`src/rtl/tt_pkg.sv`:
```
package tt_pkg;
  typedef enum logic {
    SRC_INT = 1'b0,
    SRC_EXT = 1'b1
  } clk_src_e;

  localparam int SW_TRIG_BIT = 24;
endpackage

```
`src/rtl/tt_sync.sv`:
```
module tt_sync #(
  parameter int           W       = 1,
  parameter logic [W-1:0] RST_VAL = '0
) (
  input  logic         clk_i,
  input  logic         rst_ni,
  input  logic [W-1:0] d_i,
  output logic [W-1:0] q_o
);
  logic [W-1:0] s1_q, s2_q;

  always_ff @(posedge clk_i or negedge rst_ni) begin
    if (!rst_ni) begin
      s1_q <= RST_VAL;
      s2_q <= RST_VAL;
    end else begin
      s1_q <= d_i;
      s2_q <= s1_q;
    end
  end

  assign q_o = s2_q;
endmodule

```
`src/rtl/tt_clk_mon.sv`:
```
module tt_clk_mon #(
  parameter int TICK_DIV   = 50,
  parameter int TOL        = 5,
  parameter int LOSS_CYC   = 400,
  parameter int LOCK_EDGES = 8
) (
  input  logic clk_i,
  input  logic rst_ni,
  input  logic clk_sync_i,
  output logic edge_o,
  output logic ext_ok_o
);
  localparam int SW = $clog2(LOSS_CYC + 1);
  localparam int GW = $clog2(LOCK_EDGES + 1);
  localparam logic [SW-1:0] SINCE_MAX  = SW'(LOSS_CYC);
  localparam logic [SW-1:0] SINCE_LOSS = SW'(LOSS_CYC - 1);
  localparam logic [SW:0]   WIN_LO     = (SW+1)'(TICK_DIV - TOL);
  localparam logic [SW:0]   WIN_HI     = (SW+1)'(TICK_DIV + TOL);
  localparam logic [GW-1:0] GOOD_MAX   = GW'(LOCK_EDGES);
  localparam logic [GW-1:0] GOOD_LOCK  = GW'(LOCK_EDGES - 1);

  logic          prev_q;
  logic [SW-1:0] since_q;
  logic [GW-1:0] good_q;
  logic          ok_q;
  logic [SW:0]   spacing;
  logic          in_win, lose, lock;

  assign edge_o  = clk_sync_i & ~prev_q;
  assign spacing = {1'b0, since_q} + (SW+1)'(1);
  assign in_win  = (spacing >= WIN_LO) && (spacing <= WIN_HI);
  assign lose    = ok_q & ~edge_o & (since_q == SINCE_LOSS);
  assign lock    = ~ok_q & edge_o & in_win & (good_q == GOOD_LOCK);

  always_ff @(posedge clk_i or negedge rst_ni) begin
    if (!rst_ni) begin
      prev_q  <= 1'b0;
      since_q <= SINCE_MAX;
      good_q  <= '0;
      ok_q    <= 1'b0;
    end else begin
      prev_q <= clk_sync_i;
      if (edge_o)                  since_q <= '0;
      else if (since_q != SINCE_MAX) since_q <= since_q + SW'(1);

      if (lose)                    good_q <= '0;
      else if (edge_o) begin
        if (!in_win)               good_q <= '0;
        else if (good_q != GOOD_MAX) good_q <= good_q + GW'(1);
      end

      if (lock)      ok_q <= 1'b1;
      else if (lose) ok_q <= 1'b0;
    end
  end

  assign ext_ok_o = ok_q;

  AST_LOSS_AFTER_SILENCE: assert property (@(posedge clk_i) disable iff (!rst_ni)
    $fell(ok_q) |-> $past(since_q) == SINCE_LOSS);
  AST_LOCK_ON_EDGE: assert property (@(posedge clk_i) disable iff (!rst_ni)
    $rose(ok_q) |-> $past(edge_o) && $past(good_q) == GOOD_LOCK);
endmodule

```
`src/rtl/tt_trig_qual.sv`:
```
module tt_trig_qual #(
  parameter int MIN_LOW = 50
) (
  input  logic clk_i,
  input  logic rst_ni,
  input  logic trig_sync_ni,
  output logic fire_o
);
  localparam int LW = $clog2(MIN_LOW + 1);
  localparam logic [LW-1:0] LOW_MAX = LW'(MIN_LOW);
  localparam logic [LW-1:0] LOW_HIT = LW'(MIN_LOW - 1);

  // starts saturated: a line held low out of reset has no falling edge
  logic [LW-1:0] low_q;

  always_ff @(posedge clk_i or negedge rst_ni) begin
    if (!rst_ni)                 low_q <= LOW_MAX;
    else if (trig_sync_ni)       low_q <= '0;
    else if (low_q != LOW_MAX)   low_q <= low_q + LW'(1);
  end

  assign fire_o = ~trig_sync_ni & (low_q == LOW_HIT);

  AST_TRIG_SINGLE: assert property (@(posedge clk_i) disable iff (!rst_ni)
    fire_o |=> !fire_o);
  AST_TRIG_HELD_LOW: assert property (@(posedge clk_i) disable iff (!rst_ni)
    fire_o |-> $past(!trig_sync_ni));
endmodule

```
`src/rtl/tt_tick_gen.sv`:
```
module tt_tick_gen #(
  parameter int TICK_DIV = 50,
  parameter int MIN_GAP  = 25
) (
  input  logic clk_i,
  input  logic rst_ni,
  input  logic ext_edge_i,
  input  logic use_ext_i,
  output logic tick_d_o,
  output logic tick_o
);
  localparam int DW = $clog2(TICK_DIV);
  localparam int GW = $clog2(MIN_GAP + 1);
  localparam logic [DW-1:0] DIV_LAST = DW'(TICK_DIV - 1);
  localparam logic [GW-1:0] GAP_MAX  = GW'(MIN_GAP);
  localparam logic [GW-1:0] GAP_ARM  = GW'(MIN_GAP - 1);

  logic [DW-1:0] div_q;
  logic [GW-1:0] gap_q;
  logic          tick_q;
  logic          wrap, raw;

  assign wrap     = ~use_ext_i & (div_q == DIV_LAST);
  assign raw      = use_ext_i ? ext_edge_i : wrap;
  // spacing guard suppresses a second tick around a source switch
  assign tick_d_o = raw & (gap_q >= GAP_ARM);

  always_ff @(posedge clk_i or negedge rst_ni) begin
    if (!rst_ni) begin
      div_q  <= '0;
      gap_q  <= GAP_MAX;
      tick_q <= 1'b0;
    end else begin
      // divider parked at zero while external source rules
      if (use_ext_i || wrap) div_q <= '0;
      else                   div_q <= div_q + DW'(1);

      if (tick_d_o)              gap_q <= '0;
      else if (gap_q != GAP_MAX) gap_q <= gap_q + GW'(1);

      tick_q <= tick_d_o;
    end
  end

  assign tick_o = tick_q;

  AST_EXT_NO_INT_TICK: assert property (@(posedge clk_i) disable iff (!rst_ni)
    (use_ext_i && !ext_edge_i) |=> !tick_q);
endmodule

```
`src/rtl/tt_timebase.sv`:
```
module tt_timebase
  import tt_pkg::*;
#(
  parameter int CNT_W      = 32,
  parameter int TICK_DIV   = 50,
  parameter int TOL        = 5,
  parameter int LOSS_CYC   = 400,
  parameter int LOCK_EDGES = 8,
  parameter int MIN_LOW    = 50
) (
  input  logic             clk_i,
  input  logic             rst_ni,
  input  logic             ext_clk_i,
  input  logic             ext_trig_ni,
  input  logic             cmd_wr_i,
  input  logic [31:0]      cmd_wdata_i,
  output logic             tick_o,
  output logic [CNT_W-1:0] time_o,
  output logic             src_ext_o,
  output logic             trig_o
);
  localparam int MIN_GAP = TICK_DIV / 2;

  logic       clk_s, trig_s;
  logic       ext_edge, ext_ok, ext_fire;
  logic       tick_d, sw_trig, trig_d, trig_q;
  logic       unused_wdata;
  clk_src_e   src;
  logic [CNT_W-1:0] cnt_q;

  tt_sync #(.W(2), .RST_VAL(2'b10)) u_sync (
    .clk_i (clk_i),
    .rst_ni(rst_ni),
    .d_i   ({ext_trig_ni, ext_clk_i}),
    .q_o   ({trig_s, clk_s})
  );

  tt_clk_mon #(
    .TICK_DIV  (TICK_DIV),
    .TOL       (TOL),
    .LOSS_CYC  (LOSS_CYC),
    .LOCK_EDGES(LOCK_EDGES)
  ) u_clk_mon (
    .clk_i     (clk_i),
    .rst_ni    (rst_ni),
    .clk_sync_i(clk_s),
    .edge_o    (ext_edge),
    .ext_ok_o  (ext_ok)
  );

  tt_trig_qual #(.MIN_LOW(MIN_LOW)) u_trig_qual (
    .clk_i       (clk_i),
    .rst_ni      (rst_ni),
    .trig_sync_ni(trig_s),
    .fire_o      (ext_fire)
  );

  tt_tick_gen #(.TICK_DIV(TICK_DIV), .MIN_GAP(MIN_GAP)) u_tick_gen (
    .clk_i     (clk_i),
    .rst_ni    (rst_ni),
    .ext_edge_i(ext_edge),
    .use_ext_i (ext_ok),
    .tick_d_o  (tick_d),
    .tick_o    (tick_o)
  );

  assign src          = clk_src_e'(ext_ok);
  assign src_ext_o    = (src == SRC_EXT);
  assign sw_trig      = cmd_wr_i & cmd_wdata_i[SW_TRIG_BIT];
  assign unused_wdata = ^{cmd_wdata_i[31:SW_TRIG_BIT+1], cmd_wdata_i[SW_TRIG_BIT-1:0]};
  assign trig_d       = ext_fire | sw_trig;

  always_ff @(posedge clk_i or negedge rst_ni) begin
    if (!rst_ni) begin
      trig_q <= 1'b0;
      cnt_q  <= '0;
    end else begin
      trig_q <= trig_d;
      if (trig_d)      cnt_q <= '0;        // trigger beats a coincident tick
      else if (tick_d) cnt_q <= cnt_q + CNT_W'(1);
    end
  end

  assign trig_o = trig_q;
  assign time_o = cnt_q;

  // spacing watch for tick_o, independent of the generator's own guard
  localparam int GCW = $clog2(TICK_DIV + 1);
  localparam logic [GCW-1:0] GCHK_MAX = GCW'(TICK_DIV);
  localparam logic [GCW-1:0] GCHK_MIN = GCW'(MIN_GAP - 1);
  logic [GCW-1:0] chk_gap_q;

  always_ff @(posedge clk_i or negedge rst_ni) begin
    if (!rst_ni)                    chk_gap_q <= GCHK_MAX;
    else if (tick_o)                chk_gap_q <= '0;
    else if (chk_gap_q != GCHK_MAX) chk_gap_q <= chk_gap_q + GCW'(1);
  end

  AST_TICK_SPACING: assert property (@(posedge clk_i) disable iff (!rst_ni)
    tick_o |-> chk_gap_q >= GCHK_MIN);
  AST_TRIG_ZEROES: assert property (@(posedge clk_i) disable iff (!rst_ni)
    trig_o |-> time_o == '0);
  AST_TIME_HOLDS: assert property (@(posedge clk_i) disable iff (!rst_ni)
    (!trig_o && !tick_o) |-> $stable(time_o));
  AST_TIME_STEPS: assert property (@(posedge clk_i) disable iff (!rst_ni)
    (tick_o && !trig_o) |-> time_o == $past(time_o) + CNT_W'(1));
endmodule

```
`config.mk`:
```
export PLATFORM = sky130hd
export DESIGN_NAME = tt_timebase
export DESIGN_NICKNAME = d
export VERILOG_FILES = /design/src/rtl/tt_pkg.sv /design/src/rtl/tt_sync.sv /design/src/rtl/tt_clk_mon.sv /design/src/rtl/tt_trig_qual.sv /design/src/rtl/tt_tick_gen.sv /design/src/rtl/tt_timebase.sv
export SDC_FILE = /design/constraint.sdc
export NUM_CORES = 1
export LEC_CHECK = 0
export BUFFER_PORTS_ARGS = -buffer_cell sky130_fd_sc_hd__buf_2
export CELL_PAD_IN_SITES_DETAIL_PLACEMENT = 1
export CELL_PAD_IN_SITES_GLOBAL_PLACEMENT = 1
export CORE_AREA = 2 2 103 105
export DETAILED_ROUTE_END_ITERATION = 12
export DIE_AREA = 0 0 105 107
export PLACE_DENSITY = 0.85
export REMOVE_ABC_BUFFERS = 1
export SKIP_CTS_REPAIR_TIMING = 1
export SYNTH_ARGS = -nofsm -noshare
export SYNTH_HDL_FRONTEND = slang
export SYNTH_SLANG_ARGS = --single-unit
```
`constraint.sdc`:
```
create_clock -name clk_i -period 2.3 [get_ports clk_i]
set_clock_uncertainty 0.15 [all_clocks]
set_input_delay 0.46 -clock clk_i [delete_from_list [all_inputs] [get_ports clk_i]]
set_output_delay 0.46 -clock clk_i [all_outputs]
set_load 0.01 [all_outputs]
```
==> impl_metrics.yaml, run 1 <==
critical_path:
  cpMostUsedCell: "buf_4"
  required_ps: 2410
  crit_chain: "nand4_4 -> or4_4 -> a2111oi_4 -> buf_4 -> buf_4 -> nand4b_1 -> o31ai_2"
  worstSetupPathType: "reg -> reg"
  crit_path_top_delay_cell: "dfstp_2"
  critPathBufInv: 2
  cp-start-kind: "flop"
  crit_start: "u_clk_mon.since_q[4]"
  slowest_delay_ps: 560
  worst_setup_path_end_kind: "flop"
  r2r_start: "u_clk_mon.since_q[4]"
  arrival_ps: 2400
  path_max_fanout: 5
  cp_top_family: "simple AND/OR/NAND/NOR gates"
cells_and_area:
  nFillCells: 1174
  antennaDiodeCount: 0
  fin_nets: 500
  finalCoreUtilization: 0.446
  multiInputGateArea_mm2: 0.00185
  regArea_mm2: 0.00177
  area_delta_synth_final_pct: 20.7
  drive_gt1_frac: 0.249
detailed_routing:
  wl_per_cell_um: 16.3
  first_iter_violations: 126
  vias_per_cell: 5.38
  dr.pass1.iters: 4
  drc: 0
  antenna_left: 0
  drt_wl_total_um: 9630
  vias: 3173
synthesis:
  synthTopCellsByArea: "dfrtp_1 (40%), dfstp_2 (7.7%), ha_1 (4.7%), a21oi_1 (4.0%), xor2_1 (4.0%)"
  synth-async-reset-ratio: 1.00
  ys.flop_type: "dfrtp_1"
  synth_top_area_frac: 0.396
  yosysTopAreaCell: "dfrtp_1"
  avgSynthCellArea_um2: 9.77
  synth_edf_count: 0
  synth.most_common_cell: "dfrtp_1"
  synth-seq-cells: 70
  synthTopCellsByCount: "dfrtp_1 (59), nor2_1 (39), a21oi_1 (30), inv_1 (22), nand2_1 (22)"
  netlist_instances: 382
  yosysWarnings: 0
  ys_seq_area_frac: 0.473
  syn_area_mm2: 0.00373
  yosysUniqueCellTypes: 56
floorplan:
  start_util: 0.370
  num_io_pins: 72
  num_rows: 37
  fp.coreArea_mm2: 0.0101
  die_area_mm2: 0.0112
  die_w_um: 105
  die_h_um: 107
sta:
  clock.fmax_mhz: 437
  fin_crit_ps: 2290
  relSlewSlack: 0.593
  final_max_slew_viol_count: 0
  finalSetupTns_ps: 0
  worstMarginPinSlew_ps: 611
  period_share: 0.996
  setup_violations: 0
  whs_ps: -39.6
  finalHoldViolCount: 16
  rsz0062_at_grt: "true"
power_and_ir_drop:
  ir_worst_vdd_mv: 0.274
  clkPwrFrac: 0.349
  p_comb_frac: 0.132
  powerDensity_mw_per_mm2: 558
  power_leakage_nw: 2.03
  p_sw_w: 0.000694
  p_int_w: 0.00182
  p_seq_frac: 0.519
  swShare: 0.276
clock_network:
  cts_tree: "done"
  worstSkewPairLatency_ps: 350
  cts_max_level: 3
  clockBufferDepth: 2
  numCtsBuffers: 9
  cts_sinks: 70
  clkSlewWorstSetupHoldPaths_ps: 80
  cts-root-buf: "clkbuf_8"
global_routing:
  grt_max_degree: 28
  grt_first_pass_wirelength_um: 16700
  grt_usage: 0.186
  first_global_vias: 3419
  grt-ovfl-total: 0
  antenna_found_initial: 0
placed_design:
  gp_congestion: 0.814
  dp_hpwl_um: 6830
  io_buffers: 40
hold_path:
  hold_class: "in -> async"
status:
  violations: "negative hold slack"
  status: "finished with violations"
job:
  cap_violations: 0
[worst register-to-register path: stages, from the launching register on]
cell and delay, ps:
dfstp_2 560, nand4_4 110, or4_4 540, a2111oi_4 290
buf_4 200, buf_4 120, nand4b_1 130, o31ai_2 100
[cell usage in the layout, fill, tap and decap left out, types with 13 or more instances in the layout]
cell type and count:
nand3_1 21, nor2_1 39, nand2_1 21, a21oi_1 29
buf_4 28, o21ai_0 15, inv_1 22, ha_1 13
nand4_1 13, xor2_1 17, buf_2 40, dfrtp_1 59
[cell families after synthesis]
family | share of synthesized area
AND/OR/NAND/NOR | 0.234
multiplexers | 0.00805
XOR/XNOR | 0.0634
buffers and inverters | 0.0423
AO/OA/AOI/OAI | 0.132
flip-flops | 0.473
adder cells (fa/ha/maj) | 0.0469
[cell type report]
cell class | instances | share of cell area
Clock inverter | 2 | 0.00222
Tap cell | 136 | 0.0378
Timing Repair Buffer | 71 | 0.105
Multi-Input combinational cell | 275 | 0.411
Inverter | 22 | 0.0183
Clock buffer | 14 | 0.0339
Sequential cell | 70 | 0.392
[power by group through the flow]
stage	sequential [W]	combinational, W	clock (W)
after floorplan	0.00135	0.000144	0
after global placement	0.00132	0.000304	0
after detailed placement	0.00132	0.000325	0
after CTS	0.00130	0.000326	0.000909
after global routing	0.00131	0.000368	0.000958
final	0.00130	0.000332	0.000876
[layer usage]
metal | vias up | part of all wire | routed length, um | track usage
met5 | - | 0 | 0 | 0
met4 | 0 | 0.018 | 174 | 0.0743
met3 | 16 | 0.036 | 344 | 0.0462
met2 | 42 | 0.52 | 4960 | 0.324
met1 | 1624 | 0.43 | 4150 | 0.221
li1 | 1491 | - | - | -
[registers in the layout, summed over array words and instances, names as in the netlist]
signal and cells:
u_clk_mon.ext_ok_o 1, time_o 32, u_clk_mon.prev_q 1, u_tick_gen.tick_o 1
u_trig_qual.low_q 6, u_tick_gen.gap_q 5, u_clk_mon.good_q 4, u_clk_mon.since_q 9
trig_o 1, u_tick_gen.div_q 6, u_sync.q_o 2, u_sync.s1_q 2
[metrics by stage]
stage / hold slack, ps / setup WS (ps) / area [um2] / power, W / cells
2_1_floorplan: 14.4 / -88.7 / 3660 / 0.00149 / 367
3_3_place_gp: 187 / 109 / 4270 / 0.00162 / 571
3_5_place_dp: 197 / -5.59 / 4270 / 0.00165 / 571
4_1_cts: -24.6 / -4.91 / 4440 / 0.00253 / 587
5_1_grt: 0.551 / -88.0 / 4500 / 0.00263 / 590
6_report: -39.6 / 10.3 / 4500 / 0.00251 / 590
[final timing paths]
| path | endpoint | slack (ps) | cells past startpoint |
|---|---|---|---|
| max | u_clk_mon.good_q[0] | 10 | 7 |
| min | u_clk_mon.since_q[6] | -40 | 1 |
| max reg2reg | u_clk_mon.good_q[0] | 10 | 7 |
| min reg2reg | u_sync.q_o[1] | 200 | 0 |
| max in group asynchronous | u_trig_qual.low_q[1] | 1420 | 2 |
| min in group clk_i | u_sync.s1_q[1] | 60 | 1 |
Power figures use the tool's default switching activity.
==> run 2, diff against run 1 <==
--- a/config.mk
+++ b/config.mk
@@ -5,13 +5,14 @@
 export SDC_FILE = /design/constraint.sdc
 export NUM_CORES = 1
 export LEC_CHECK = 0
+export ABC_AREA = 1
 export BUFFER_PORTS_ARGS = -buffer_cell sky130_fd_sc_hd__buf_2
 export CELL_PAD_IN_SITES_DETAIL_PLACEMENT = 1
 export CELL_PAD_IN_SITES_GLOBAL_PLACEMENT = 1
-export CORE_AREA = 2 2 103 105
+export CORE_AREA = 2 2 140 88
 export DETAILED_ROUTE_END_ITERATION = 12
-export DIE_AREA = 0 0 105 107
-export PLACE_DENSITY = 0.85
+export DIE_AREA = 0 0 142 90
+export PLACE_DENSITY = 0.87
 export REMOVE_ABC_BUFFERS = 1
 export SKIP_CTS_REPAIR_TIMING = 1
 export SYNTH_ARGS = -nofsm -noshare
==> run 2 against run 1 <==
  * The run now ends clean
  * Via count up 27%
  * Worst hold slack better by 110 ps
  * Global-route usage increased by 2.8 points
  * Final cell count rose by 31%
  * Die area increased by 14%
  * Sequential share of layout area down 3.1 points
  * Clock power rose by 64%
  * Register-to-register slack improved by 150 ps
  * Area after synthesis rose by 11%
  * Worst setup slack better by 150 ps
  * Sequential power is essentially flat
  * Core utilization is 2.4 points lower
  * Largest cell class unchanged
==> impl_metrics.yaml, run 2 <==
sta:
  rsz0062_at_grt: "false"
  clock.fmax_mhz: 467
  period_share: 0.932
  setup_violations: 0
  fin_crit_ps: 2140
  relSlewSlack: 0.662
  final_max_slew_viol_count: 0
  whs_ps: 70.7
  finalSetupTns_ps: 0
  finalHoldViolCount: 0
  worstMarginPinSlew_ps: 503
critical_path:
  arrival_ps: 2230
  worstSetupPathType: "reg -> reg"
  worst_setup_path_end_kind: "flop"
  path_max_fanout: 6
  cp-start-kind: "flop"
  required_ps: 2390
clock_network:
  numCtsBuffers: 9
  cts_tree: "done"
  cts-root-buf: "clkbuf_16"
  clockBufferDepth: 2
  cts_max_level: 3
  cts_sinks: 70
  worstSkewPairLatency_ps: 340
  clkSlewWorstSetupHoldPaths_ps: 60
synthesis:
  synth-async-reset-ratio: 1.00
  synth_compound_area_frac: 0.0721
  synth-seq-cells: 70
  yosysUniqueCellTypes: 34
  synth_top_family_by_area: "simple AND/OR/NAND/NOR gates"
  muxShareOfSynthArea: 0
  ys_seq_area_frac: 0.425
  syn_area_mm2: 0.00415
  synth_simple_gate_area_frac: 0.361
  synth_edf_count: 0
  synthXorXnorAreaFrac: 0.0169
  yosysTopAreaCell: "dfrtp_1"
  synthTopCellsByArea: "dfrtp_1 (36%), nand2_1 (13%), inv_1 (7.1%), dfstp_2 (7.0%), nor2_1 (6.7%)"
  yosysWarnings: 0
  synth_top_area_frac: 0.356
  synthTopCellsByCount: "nand2_1 (146), inv_1 (79), nor2_1 (74), dfrtp_1 (59)"
  avgSynthCellArea_um2: 7.32
  synthAdderAreaFrac: 0.0422
  ys.flop_type: "dfrtp_1"
  netlist_instances: 567
  synth.most_common_cell: "nand2_1"
global_routing:
  grt_max_degree: 39
  grt_usage: 0.214
  grt_first_pass_wirelength_um: 21700
  antenna_found_initial: 0
  grt-ovfl-total: 0
  first_global_vias: 4228
power_and_ir_drop:
  power_leakage_nw: 2.29
  total_power_w: 0.00300
  powerDensity_mw_per_mm2: 613
  ir_worst_vdd_mv: 0.352
floorplan:
  fp.coreArea_mm2: 0.0116
  die_h_um: 90
  die_area_mm2: 0.0128
  num_rows: 31
  start_util: 0.358
  num_io_pins: 72
  die_w_um: 142
cells_and_area:
  nFillCells: 1464
  largest_register_ffs: 32
  multiInputGateArea_mm2: 0.00205
  final_area_mm2: 0.00490
  final_common_cell: "nand2_1"
  final_cell_mix: "nand2_1 (146), inv_1 (79), nor2_1 (74), dfrtp_1 (58), buf_2 (40)"
  regArea_mm2: 0.00177
  area_delta_synth_final_pct: 18.0
  drive_gt1_frac: 0.163
  antennaDiodeCount: 0
  fin_nets: 671
placed_design:
  gp_congestion: 0.881
  dp_hpwl_um: 9510
  io_buffers: 40
  dpl_cell_area_mm2: 0.00458
status:
  status: "completed"
detailed_routing:
  drc: 0
  antenna_left: 0
  drt_wl_total_um: 12500
  vias_per_cell: 5.20
  vias: 4018
  dr.pass1.iters: 5
  wl_per_cell_um: 16.2
  first_iter_violations: 271
hold_path:
  hold_class: "in -> reg"
job:
  cap_violations: 0
-- run 2: worst paths after layout --
kind / startpoint / endpoint / slack [ps] / depth (start not counted)
worst max-delay path: time_o[0] / time_o[16] / 160 / 10
worst min-delay path: ext_clk_i / u_sync.s1_q[0] / 70 / 1
worst max register to register: time_o[0] / time_o[16] / 160 / 10
worst min register to register: u_sync.s1_q[0] / u_sync.q_o[0] / 200 / 0
max in group asynchronous: rst_ni / time_o[5] / 950 / 3
min in group asynchronous: rst_ni / time_o[13] / 410 / 2
-- run 2: cell type report --
type,instances,area share
tap,148,0.0378
timing repair buffer,48,0.0587
sequential,70,0.361
inverter,82,0.0628
multi-input combinational,409,0.418
clock buffer,11,0.0496
clock inverter,5,0.0120
-- run 2: per-stage QoR --
stage | std cells | utilization | setup slack [ps]
detailed placement | 756 | 0.395 | 112
global route | 773 | 0.422 | 34.8
global placement | 756 | 0.395 | 290
floorplan | 561 | - | 74.4
finish | 773 | 0.422 | 157
CTS | 772 | 0.421 | 148
-- run 2: critical path, cell delays in order, from the launching register on --
cell and delay, ps:
dfrtp_2 410, ha_1 230, nand2_1 130, nor2_4 150, nand2_2 100, inv_1 110, nand4_1 220, nor2_4 230
nand2_1 70, o21ai_0 170, nor2_1 60
-- run 2: metal layers --
layer	GRT usage	wire [um]	vias to the layer above
met2	0.323	5510	101
met1	0.313	6090	1966
met3	0.0442	738	20
met5	0	0	-
li1	-	-	1931
met4	0.0533	177	0
-- run 2: logic make-up (layout without fill, tap and decap cells) --
logic type | Yosys count | in the layout
adder cells (fa/ha/maj) | 14 | 14
XOR/XNOR | 8 | 8
AND/OR/NAND/NOR | 332 | 332
flip-flops | 70 | 70
AO/OA/AOI/OAI | 55 | 55
buffers and inverters | 88 | 146
-- run 2: where the power goes --
group          switching (W)  internal [W]
logic               0.000160     0.0000713
registers          0.0000581       0.00127
clock network       0.000572      0.000870
